`config.mk`:
```
export PLATFORM = sky130hd
export DESIGN_NAME = gpio_ctrl
export DESIGN_NICKNAME = d
export VERILOG_FILES = /design/src/rtl/gpio_pkg.sv /design/src/rtl/gpio_sync_bank.sv /design/src/rtl/gpio_detect.sv /design/src/rtl/gpio_ctrl.sv
export SDC_FILE = /design/constraint.sdc
export NUM_CORES = 1
export LEC_CHECK = 0
export BUFFER_PORTS_ARGS = -buffer_cell sky130_fd_sc_hd__buf_2
export CORE_ASPECT_RATIO = 0.7
export CORE_MARGIN = 5
export CORE_UTILIZATION = 47
export DETAILED_ROUTE_END_ITERATION = 10
export PLACE_DENSITY = 0.74
export SLEW_MARGIN = 20
export SYNTH_ARGS = -nofsm -noshare
export SYNTH_HDL_FRONTEND = slang
export SYNTH_SLANG_ARGS = --single-unit
export TNS_END_PERCENT = 100
```
`constraint.sdc`:
```
create_clock -name clk -period 1.8 [get_ports clk]
set_clock_uncertainty 0.1 [all_clocks]
set_input_delay 0.27 -clock clk [delete_from_list [all_inputs] [get_ports clk]]
set_output_delay 0.27 -clock clk [all_outputs]
set_load 0.05 [all_outputs]
```
`src/rtl/gpio_pkg.sv`:
```
package gpio_pkg;
    typedef enum logic [2:0] {
        MODE_FALL = 3'd0,
        MODE_RISE = 3'd1,
        MODE_LOW  = 3'd2,
        MODE_HIGH = 3'd3,
        MODE_BOTH = 3'd4
    } gpio_mode_e;

    // word index = byte offset / 4
    localparam logic [3:0] W_ENABLE  = 4'h0;
    localparam logic [3:0] W_STATUS  = 4'h1;
    localparam logic [3:0] W_PENDING = 4'h2;
    localparam logic [3:0] W_CLEAR   = 4'h3;
    localparam logic [3:0] W_MSET    = 4'h4;
    localparam logic [3:0] W_MCLR    = 4'h5;
    localparam logic [3:0] W_DOUT    = 4'h6;
    localparam logic [3:0] W_DIN     = 4'h7;
    localparam logic [3:0] W_DIR     = 4'h8;
    localparam logic [3:0] W_MODE0   = 4'h9;
    localparam logic [3:0] W_MODE1   = 4'hA;
    localparam logic [3:0] W_USESEL  = 4'hE;
    localparam logic [3:0] W_SRST    = 4'hF;
endpackage

```
`src/rtl/gpio_sync_bank.sv`:
```
module gpio_sync_bank #(
    parameter int N = 12
) (
    input  logic         clk,
    input  logic         rst_n,
    input  logic [N-1:0] pad_in,
    output logic [N-1:0] lvl_o,
    output logic [N-1:0] prev_o
);
    logic [N-1:0] meta_d, meta_q, lvl_d, lvl_q, prev_d, prev_q;
    logic [1:0]   warm_d, warm_q;

    always_comb begin
        meta_d = pad_in;
        lvl_d  = meta_q;
        prev_d = lvl_q;
        warm_d = (warm_q == 2'd3) ? warm_q : warm_q + 2'd1;
    end

    always_ff @(posedge clk or negedge rst_n) begin
        if (!rst_n) begin
            meta_q <= '0;
            lvl_q  <= '0;
            prev_q <= '0;
            warm_q <= '0;
        end else begin
            meta_q <= meta_d;
            lvl_q  <= lvl_d;
            prev_q <= prev_d;
            warm_q <= warm_d;
        end
    end

    assign lvl_o  = lvl_q;
    assign prev_o = prev_q;


    sync_delay_chk: assert property (@(posedge clk) disable iff (!rst_n)
        (warm_q == 2'd3) |-> (lvl_q == $past(pad_in, 2)));
endmodule

```
`src/rtl/gpio_detect.sv`:
```
module gpio_detect
    import gpio_pkg::*;
#(
    parameter int N = 12
) (
    input  logic [N-1:0]   lvl_i,
    input  logic [N-1:0]   prev_i,
    input  logic [3*N-1:0] mode_i,
    output logic [N-1:0]   hit_o
);
    for (genvar i = 0; i < N; i++) begin : g_pin
        logic hit_b;
        always_comb begin
            case (gpio_mode_e'(mode_i[3*i +: 3]))
                MODE_FALL: hit_b = ~lvl_i[i] &  prev_i[i];
                MODE_RISE: hit_b =  lvl_i[i] & ~prev_i[i];
                MODE_LOW:  hit_b = ~lvl_i[i];
                MODE_HIGH: hit_b =  lvl_i[i];
                MODE_BOTH: hit_b =  lvl_i[i] ^  prev_i[i];
                default:   hit_b = 1'b0;
            endcase
        end
        assign hit_o[i] = hit_b;
    end
endmodule

```
`src/rtl/gpio_ctrl.sv`:
```
module gpio_ctrl
    import gpio_pkg::*;
#(
    parameter int NUM_PINS = 12
) (
    input  logic                clk,
    input  logic                rst_n,
    input  logic                bus_req,
    input  logic                bus_wr,
    input  logic [5:0]          bus_addr,
    input  logic [31:0]         bus_wdata,
    output logic [31:0]         bus_rdata,
    input  logic [NUM_PINS-1:0] pad_in,
    output logic [NUM_PINS-1:0] pad_out,
    output logic [NUM_PINS-1:0] pad_oe,
    output logic                irq
);
    localparam int N  = NUM_PINS;
    localparam int MW = 3 * N;

    typedef struct packed {
        logic [N-1:0]  en;
        logic [N-1:0]  stat;
        logic [N-1:0]  mask;
        logic [N-1:0]  dout;
        logic [N-1:0]  dir;
        logic [N-1:0]  usel;
        logic [MW-1:0] mode;
        logic          srst;
        logic [31:0]   rdata;
    } regs_t;

    localparam regs_t REGS_RST = '{en: '0, stat: '0, mask: '1, dout: '0,
                                   dir: '0, usel: '0, mode: '0, srst: 1'b0,
                                   rdata: '0};

    regs_t r_d, r_q;
    logic [N-1:0] lvl, prev, hit, pend;
    logic [3:0]   widx;
    logic         wr_en, rd_en;
    logic [31:0]  mode0_rd, mode1_rd, rd_val;
    logic         unused_bits;

    gpio_sync_bank #(.N(N)) u_sync (
        .clk(clk), .rst_n(rst_n), .pad_in(pad_in), .lvl_o(lvl), .prev_o(prev)
    );

    gpio_detect #(.N(N)) u_detect (
        .lvl_i(lvl), .prev_i(prev), .mode_i(r_q.mode), .hit_o(hit)
    );

    assign widx  = bus_addr[5:2];
    assign wr_en = bus_req & bus_wr;
    assign rd_en = bus_req & ~bus_wr;
    assign pend  = r_q.stat & ~r_q.mask;
    assign unused_bits = ^{bus_addr[1:0], bus_wdata};

    // mode readback: one 4-bit slot per pin, top bit of each slot is 0
    always_comb begin
        mode0_rd = '0;
        mode1_rd = '0;
        for (int i = 0; i < N; i++) begin
            if (i < 8) mode0_rd[(i % 8) * 4 +: 3] = r_q.mode[i * 3 +: 3];
            else       mode1_rd[(i % 8) * 4 +: 3] = r_q.mode[i * 3 +: 3];
        end
    end

    always_comb begin
        rd_val = '0;
        case (widx)
            W_ENABLE:        rd_val[N-1:0] = r_q.en;
            W_STATUS:        rd_val[N-1:0] = r_q.stat;
            W_PENDING:       rd_val[N-1:0] = pend;
            W_MSET, W_MCLR:  rd_val[N-1:0] = r_q.mask;
            W_DOUT:          rd_val[N-1:0] = r_q.dout;
            W_DIN:           rd_val[N-1:0] = lvl;
            W_DIR:           rd_val[N-1:0] = r_q.dir;
            W_MODE0:         rd_val        = mode0_rd;
            W_MODE1:         rd_val        = mode1_rd;
            W_USESEL:        rd_val[N-1:0] = r_q.usel;
            W_SRST:          rd_val[0]     = r_q.srst;
            default:         rd_val        = '0;
        endcase
    end

    always_comb begin
        r_d = r_q;
        // detection wins over a simultaneous clear
        r_d.stat = r_q.stat & ~((wr_en && widx == W_CLEAR) ? bus_wdata[N-1:0] : '0);
        r_d.stat = r_d.stat | (hit & r_q.en);
        if (wr_en) begin
            case (widx)
                W_ENABLE: r_d.en   = bus_wdata[N-1:0];
                W_MSET:   r_d.mask = r_q.mask | bus_wdata[N-1:0];
                W_MCLR:   r_d.mask = r_q.mask & ~bus_wdata[N-1:0];
                W_DOUT:   r_d.dout = bus_wdata[N-1:0];
                W_DIR:    r_d.dir  = bus_wdata[N-1:0];
                W_USESEL: r_d.usel = bus_wdata[N-1:0];
                W_SRST:   r_d.srst = bus_wdata[0];
                W_MODE0, W_MODE1: begin
                    for (int i = 0; i < N; i++) begin
                        if ((i < 8) == (widx == W_MODE0))
                            r_d.mode[i * 3 +: 3] = bus_wdata[(i % 8) * 4 +: 3];
                    end
                end
                default: ;
            endcase
        end
        if (r_q.srst) begin
            r_d      = REGS_RST;
            r_d.srst = (wr_en && widx == W_SRST) ? bus_wdata[0] : 1'b1;
        end
        r_d.rdata = rd_en ? rd_val : r_q.rdata;
    end

    always_ff @(posedge clk or negedge rst_n) begin
        if (!rst_n) r_q <= REGS_RST;
        else        r_q <= r_d;
    end

    assign bus_rdata = r_q.rdata;
    assign pad_out   = r_q.dout;
    assign pad_oe    = r_q.dir;
    assign irq       = |pend;


    mask_set_chk: assert property (@(posedge clk) disable iff (!rst_n)
        (wr_en && widx == W_MSET && !r_q.srst) |=>
        ((r_q.mask & $past(bus_wdata[N-1:0])) == $past(bus_wdata[N-1:0])));


    mask_clr_chk: assert property (@(posedge clk) disable iff (!rst_n)
        (wr_en && widx == W_MCLR && !r_q.srst) |=>
        ((r_q.mask & $past(bus_wdata[N-1:0])) == '0));


    en_gate_chk: assert property (@(posedge clk) disable iff (!rst_n)
        ((r_q.stat & ~$past(r_q.stat) & ~$past(r_q.en)) == '0));


    clr_chk: assert property (@(posedge clk) disable iff (!rst_n)
        (wr_en && widx == W_CLEAR && !r_q.srst) |=>
        ((r_q.stat & $past(bus_wdata[N-1:0]) & ~$past(r_q.en)) == '0));


    srst_hold_chk: assert property (@(posedge clk) disable iff (!rst_n)
        (r_q.srst && $past(r_q.srst)) |->
        (r_q.mask == '1 && r_q.en == '0 && r_q.dir == '0 && !irq));
endmodule

```
# Yosys cells after proc, flatten, opt, wreduce, memory -nomap -nowiden
# Index checks and enable logic that the tools add are counted.
# totals
regBits	177
# classes
bitwise_logic	72
n_reduce_logical	33
n_eq_ne	61
mux	39
# ops
cell	n
$mux 141	1
$pmux 11 s10	1
$mux 85	1
$eq 3x2->1 const B	24
$mux 12	6
$pmux 1 s5	12
$and 12x12->12	4
$pmux 19 s2	1
$eq 3x1->1 const B	12
$eq 3x3->1 const B	12
$logic_not 3->1	12
$mux 3	12
$mux 36	1
$not 12->12	3
$and 1x1->1	26
$not 1->1	25
$or 12x12->12	2
$pmux 12 s2	1
$eq 4x4->1 const B	5
$eq 4x3->1 const B	4
$reduce_bool 2->1	7
$reduce_or 12->1	1
$xor 1x1->1	12
$pmux 1 s11	1
10 further kinds	19

# Depth between registers and ports, before layout
# Gate-level depths: netlist of the first run.
# logic_depth
word_depth	7
depth_mapped	8

# Cells and area by module
# Synthesis of the first run repeated with hierarchy kept, for this count alone.
# unflattened
cells_unflattened	956
hier_area_um2	9235.1
# modules_own_cells
module	cells_each	area_per_inst_um2	seq_area_each_um2	instances
gpio_ctrl	800	7310.8	3418.3	1
gpio_detect	120	1023.5	0.0	1
gpio_sync_bank	36	900.9	900.9	1

# Worst setup path before layout of the first run
# OpenSTA, ideal clock, no wires.
# synth_path
path_kind	register to output
start	register r_q[106] (netlist bit)
end	output port irq
t_required_ns	1.430
arrival_ns	1.616
slack_ns	-0.186
path_buffers	0
stages_incl_launch_ff	5
path_cell_list	dfstp_2 nor2b_1 a2111oi_0 nand4b_1 or3_1
# synth_between
elab_chain_len	3
# synth_lines
element	line	source
start: declaration	gpio_ctrl.sv:37	regs_t r_d, r_q;
start signal: assignment	gpio_ctrl.sv:118	else r_q <= r_d;
$not 12->12	gpio_ctrl.sv:55	assign pend = r_q.stat & ~r_q.mask;
$and 12x12->12	gpio_ctrl.sv:55	
$reduce_or 12->1	gpio_ctrl.sv:124	assign irq = |pend;
end: declaration	gpio_ctrl.sv:16	output logic irq
# No other way between the ends.

# Final worst setup path of the first run
# Ends and elaborated chain as after synthesis.

==> reports/results.txt, run 1 <==
Mux cell area share after synthesis = 6.653%
Synth unique cells = 76
Total negative setup slack = -0.6652 ns
Pins Over Slew Limit = 0
Die Wd = 177.5 um
Area grow syn2layout = 22.33%
Failing checks = negative setup slack
DR vias = 7779
Startpoint Class = flip-flop
Cell with the largest stage delay on the worst path = dfstp_2
Finished Layout Cells = 1352
Routed WL = 28240 um
Fmax = 405.6 MHz
Crit share post-route = 137.0%
DRC errors left = 0
Hold WC Path Type = input pin to flip-flop
First-pass GRT wire length = 43550 um
Power density over the cells = 867.8 nW/um2
Clock sinks = 172
Final Hold Vio Count = 0
Synth Area in Compound Gates = 15.31%
Critical Path Max Stage Delay = 0.54 ns
Critical-path cell list = nor2b_2 > a2111oi_4 > nand4b_1 > or3_4 > buf_8
Final Setup Violations = 1
Synth cell count leaders = dfrtp_1 (160), nand2_1 (143), buf_4 (59), a21oi_1 (53), mux2i_1 (43)
Maximum fanout along the worst path = 2
First-pass DRT Iterations = 6
Number of diodes = 0
Port buffer count = 98
Ys async rst share = 100.0%
Seq/Total Area, Yosys = 46.78%
GP Congestion = 0.9972
Pleak = 5.267 nW
Synthesized area per cell = 9.876 um2
Cts bufs inserted = 17
Largest family of logic cells by synthesized area = simple AND/OR/NAND/NOR gates
Detailed router's first-iteration violation count = 988
Worst EP arrival = 2.10 ns
Die H = 127.3 um
RSZ-0062 raised after global routing = yes
CP Capture Type = output port
Row count = 42
Worst-Skew Late Latency = 0.43 ns
WL/cell = 20.89 um
Simple-gate share of the synthesized area = 17.02%
DP Worst Slack = -0.3152 ns
Root buffer cell = clkbuf_16
Largest net degree at the start of global routing = 52
Final #Nets = 1153
Worst Tran Pin Value = 0.6094 ns
Fin crit period = 2.465 ns
Io pins = 111
GRT Resource Usage Total = 25.30%
Vias in the first global route = 7559
Post-synth EDFFs = 0
Initial Util = 48.27%
CTS max path bufs = 2
Die footprint = 22590 um2
Post-route cell area = 11300 um2
Outcome = finished, violations left
DP HPWL = 20790 um
Post-CTS setup buffers = 0
Xor and xnor fraction of the mapped netlist area = 1.138%
Worst path required time = 1.43 ns
Grt total ovfl = 0
Dominant cell type by area after synthesis = dfrtp_1
Most common cell in the synthesized netlist = dfrtp_1
Initial antenna violation count = 0
Core Box Area = 19130 um2
Htree depth = 4
CTS tree = done
Largest cells by area after synthesis = dfrtp_1 (43%), nand2_1 (5.8%), buf_4 (4.8%)
Slew HR = 59.33%
Clk slew on worst S/H paths = 0.06 ns
Area after DPL = 10420 um2
Detail Route Antenna Nets = 0
Synth Register Bits = 172
Fin Hold WS = 0.07371 ns
Cells after Synth = 935
Crit Path Class = flip-flop to output port
Mapped cell area = 9234 um2
Final setup margin = -0.6652 ns
Cells after DPL = 1292
Share of post-route cells with drive strength above 1 = 27.57%
Max IR drop VDD = 0.0005915 V
Post-Synth Adder-Cell Area = 3.252%
Max Cap Violations = 0
Yosys warns = 0
Synth top area share = 43.36%
Dominant synthesized flop cell = dfrtp_1
DR vias/cell = 5.754
==> routing by layer <==
layer | wire length (um) | GRT usage [%]
met5 | 0 | 0
met2 | 11980 | 35.74
met3 | 2891 | 7.767
met4 | 503 | 5.864
met1 | 12870 | 38.12
==> cell usage in the layout (no fill, tap or decap), types with 5 or more instances in the layout <==
cell,instances
a22o_1,28
buf_4,97
clkbuf_16,17
dlygate4sd3_1,28
mux2i_1,43
o22ai_1,8
nand2b_1,11
buf_2,96
a221o_1,6
nand2_1,143
ha_1,24
a211oi_1,12
nor3_1,17
a21oi_1,53
xnor2_1,12
dfrtp_1,159
dfstp_2,12
buf_12,18
inv_1,42
nor2_1,34
a22oi_1,8
a31o_2,12
nor2b_1,7
mux2_2,14
nand3_1,16
nor4b_1,13
conb_1,5
o21ai_0,18
nand3b_1,22
inv_6,5
a211o_1,12
==> per-stage QoR <==
| step | power (mW) | util, % |
|---|---|---|
| global route | 10.19 | 59.05 |
| detailed placement | 6.241 | 54.49 |
| floorplan | 5.559 | - |
| global placement | 6.201 | 54.49 |
| CTS | 9.808 | 58.93 |
| finish | 9.803 | 59.05 |
==> timing repair <==
item / in CTS / in global routing
gates resized for setup: 4 / 6
hold endpoints to repair: 82 / 0
pin swaps: 1 / 4
hold buffers: 28 / 0
setup endpoints to repair: 1 / 5
==> worst max-delay path, delay by kind of cell (launching register included) <==
kind                   cells  cell delay, ns
buffers and inverters      1            0.16
AND/OR/NAND/NOR            3            0.63
flip-flops                 1            0.54
AO/OA/AOI/OAI              1            0.33
==> registers in the layout, summed over array words and instances (netlist names) <==
| signal | flops |
|---|---|
| u_sync.lvl_d | 12 |
| bus_rdata | 27 |
| mode0_rd | 24 |
| pad_out | 12 |
| u_sync.prev_o | 12 |
| pad_oe | 12 |
| u_sync.lvl_o | 12 |
| mode1_rd | 12 |
| r_q | 49 |
==> logic make-up after synthesis <==
group | Yosys count
other cells | 1
mux | 59
fa+ha+maj | 24
flops | 172
buf+inv | 166
simple gates | 302
xor+xnor | 12
compound gates | 199
==> cell type report <==
cell class,instances,area [um2]
clock inverters,12,100.1
fillers,1620,7833
flip-flops and latches,172,4320
clock buffers,20,456.7
inverters,42,157.7
multi-input cells,601,4055
repair buffers,241,1876
well taps,264,330.3
==> path summary, 6_finish.rpt <==
kind	cells after the start	slack, ns	endpoint	startpoint
worst max-delay path	5	-0.67	irq	r_q[106]$_DFFE_PN1P_
worst min register to register	0	0.25	u_sync.lvl_o[6]$_DFF_PN0_	u_sync.lvl_d[6]$_DFF_PN0_
worst max register to register	4	0.05	bus_rdata[8]$_DFFE_PN0P_	r_q[113]$_DFFE_PN1P_
max in group asynchronous	3	0.74	pad_out[11]$_DFFE_PN0P_	rst_n
min in group asynchronous	2	0.21	r_q[69]$_DFFE_PN0P_	rst_n
worst min-delay path	3	0.07	pad_out[11]$_DFFE_PN0P_	bus_wdata[11]
==> power breakdown <==
group	internal, mW	switching [mW]	total [mW]
clock	1.87	1.67	3.54
combinational	0.706	1.18	1.89
sequential	4.13	0.242	4.37
(Power assumes the default switching activity.)
==> run 2: changes to the inputs <==
Settings changed: CAP_MARGIN from default to 20, HOLD_SLACK_MARGIN from default to 0.15, MAX_ROUTING_LAYER from default to met4.
==> reports/results.txt, run 2 (same netlist as run 1, synthesis figures left out) <==
Outcome = finished, violations left
Failing checks = negative setup slack
Max IR drop VDD = 0.0006286 V
Worst path required time = 1.43 ns
Maximum fanout along the worst path = 2
Final Setup Violations = 1
Total negative setup slack = -0.5877 ns
WL/cell = 21.09 um
Startpoint Class = flip-flop
Commonest non-fill, non-tap cell in the layout = dfrtp_1
Final setup margin = -0.5877 ns
Largest net degree at the start of global routing = 45
Die Wd = 177.5 um
Commonest non-fill, non-tap cells in the layout = dfrtp_1 (159), nand2_1 (143), buf_4 (105), buf_2 (96), a21oi_1 (53)
Pins Over Slew Limit = 0
Detail Route Antenna Nets = 0
Pleak = 5.348 nW
Routed WL = 28880 um
Detailed router's first-iteration violation count = 800
Cell with the largest stage delay on the worst path = dfstp_2
CTS tree = done
Cts bufs inserted = 17
GP Congestion = 1.040
Buf/Inv on CP = 1
Crit Path Class = flip-flop to output port
DR vias = 7900
Row count = 42
CP Capture Type = output port
Share of power burned in the clock network = 37.0%
Max Cap Violations = 0
Share of post-route cells with drive strength above 1 = 27.51%
Largest register FFs = 49
Fmax = 418.8 MHz
Largest delay share family, worst path = simple AND/OR/NAND/NOR gates
Psw = 3.039 mW
Worst Tran Pin Value = 0.6599 ns
DP HPWL = 21100 um
CTS max path bufs = 2
GRT Resource Usage Total = 26.37%
Slew HR = 55.96%
Power density over the cells = 872.7 nW/um2
Die footprint = 22590 um2
Grt total ovfl = 0
Crit. Startpoint = r_q[115]$_DFFE_PN1P_
Combinational share of power = 19.2%
Critical Path Max Stage Delay = 0.53 ns
Area after DPL = 10440 um2
Worst-Skew Late Latency = 0.43 ns
DRC errors left = 0
Crit share post-route = 132.7%
Clk slew on worst S/H paths = 0.06 ns
First-pass GRT wire length = 44370 um
Port buffer count = 98
Hold WC Path Type = input pin to flip-flop
Clock sinks = 172
Fin Hold WS = 0.2279 ns
Finished Layout Cells = 1369
Fin crit period = 2.388 ns
Final Hold Vio Count = 0
Final #Nets = 1171
RSZ-0062 raised after global routing = yes
Cells after DPL = 1298
Initial Util = 48.27%
Critical-path cell list = nand2b_1 > o21ai_0 > nand4b_1 > or3_4 > buf_6
Worst r2r src = u_sync.lvl_o[2]$_DFF_PN0_
Internal power = 6.940 mW
Initial antenna violation count = 0
Sw Ratio = 30.45%
Hold Startpoint = bus_wr
Number of diodes = 0
Worst EP arrival = 2.02 ns
Post-route cell area = 11430 um2
Area grow syn2layout = 23.82%
Final Util = 59.77%
Total power = 9.978 mW
Core Box Area = 19130 um2
Io pins = 111
Largest Register = r_q
DR vias/cell = 5.771
DP Worst Slack = -0.3380 ns
Htree depth = 4
Root buffer cell = clkbuf_16
First-pass DRT Iterations = 5
Vias in the first global route = 7717
Sequential power share = 43.9%
Die H = 127.3 um
[run 2: cell types whose count changed in the layout (fill, tap and decap cells not counted), sizes merged]
cell         change
clkinvlp         -1
clkbuf           -2
clkinv           +1
inv              -1
dlygate4sd3     +12
buf              +6
bufinv           +2
[run 2: tightest hold or removal path, stage by stage]
cell and delay, ns:
buf_2 0.13, nor2b_1 0.08, nand2_1 0.14, o21ai_1 0.08
[run 2: path summary, 6_finish.rpt]
check / end / slack, ns / cells past startpoint
setup / recovery: irq / -0.59 / 5
max in group asynchronous: r_q[111]$_DFFE_PN1P_ / 0.74 / 3
hold / removal: bus_rdata[11]$_DFFE_PN0P_ / 0.23 / 4
setup reg to reg: bus_rdata[2]$_DFFE_PN0P_ / 0.02 / 5
hold reg to reg: u_sync.lvl_o[11]$_DFF_PN0_ / 0.25 / 0
min in group asynchronous: pad_out[3]$_DFFE_PN0P_ / 0.26 / 2
[run 2: power by group through the flow]
| stage | Sequential, mW | Combinational [mW] | Clock, mW |
|---|---|---|---|
| after floorplan | 4.35 | 1.21 | 0 |
| after CTS | 4.37 | 1.89 | 3.72 |
| final | 4.38 | 1.91 | 3.69 |
| after detailed placement | 4.44 | 1.81 | 0 |
| after global placement | 4.43 | 1.78 | 0 |
| after global routing | 4.40 | 2.04 | 3.88 |
[run 2: layer usage]
layer / global-route usage (%) / part of all wire [%] / vias up
met4: 5.955 / 1.3 / 0
li1: - / - / 3544
met2: 36.70 / 43 / 363
met1: 37.73 / 45 / 3964
met3: 8.476 / 11 / 29
met5: - / 0 / -
[run 2: timing repair]
item                       in CTS  in global routing
hold endpoints to repair      237                  0
setup buffers                   0                  0
pin swaps                       1                  1
gates resized for setup         4                  2
hold buffers                   40                  0
setup endpoints to repair       1                  4
[run 2: layout make-up]
class,count,area (um2)
fillers,1624,7695
clock inverters,13,138.9
well taps,264,330.3
inverters,42,157.7
repair buffers,259,2012
multi-input cells,601,4035
flip-flops and latches,172,4320
clock buffers,18,439.2
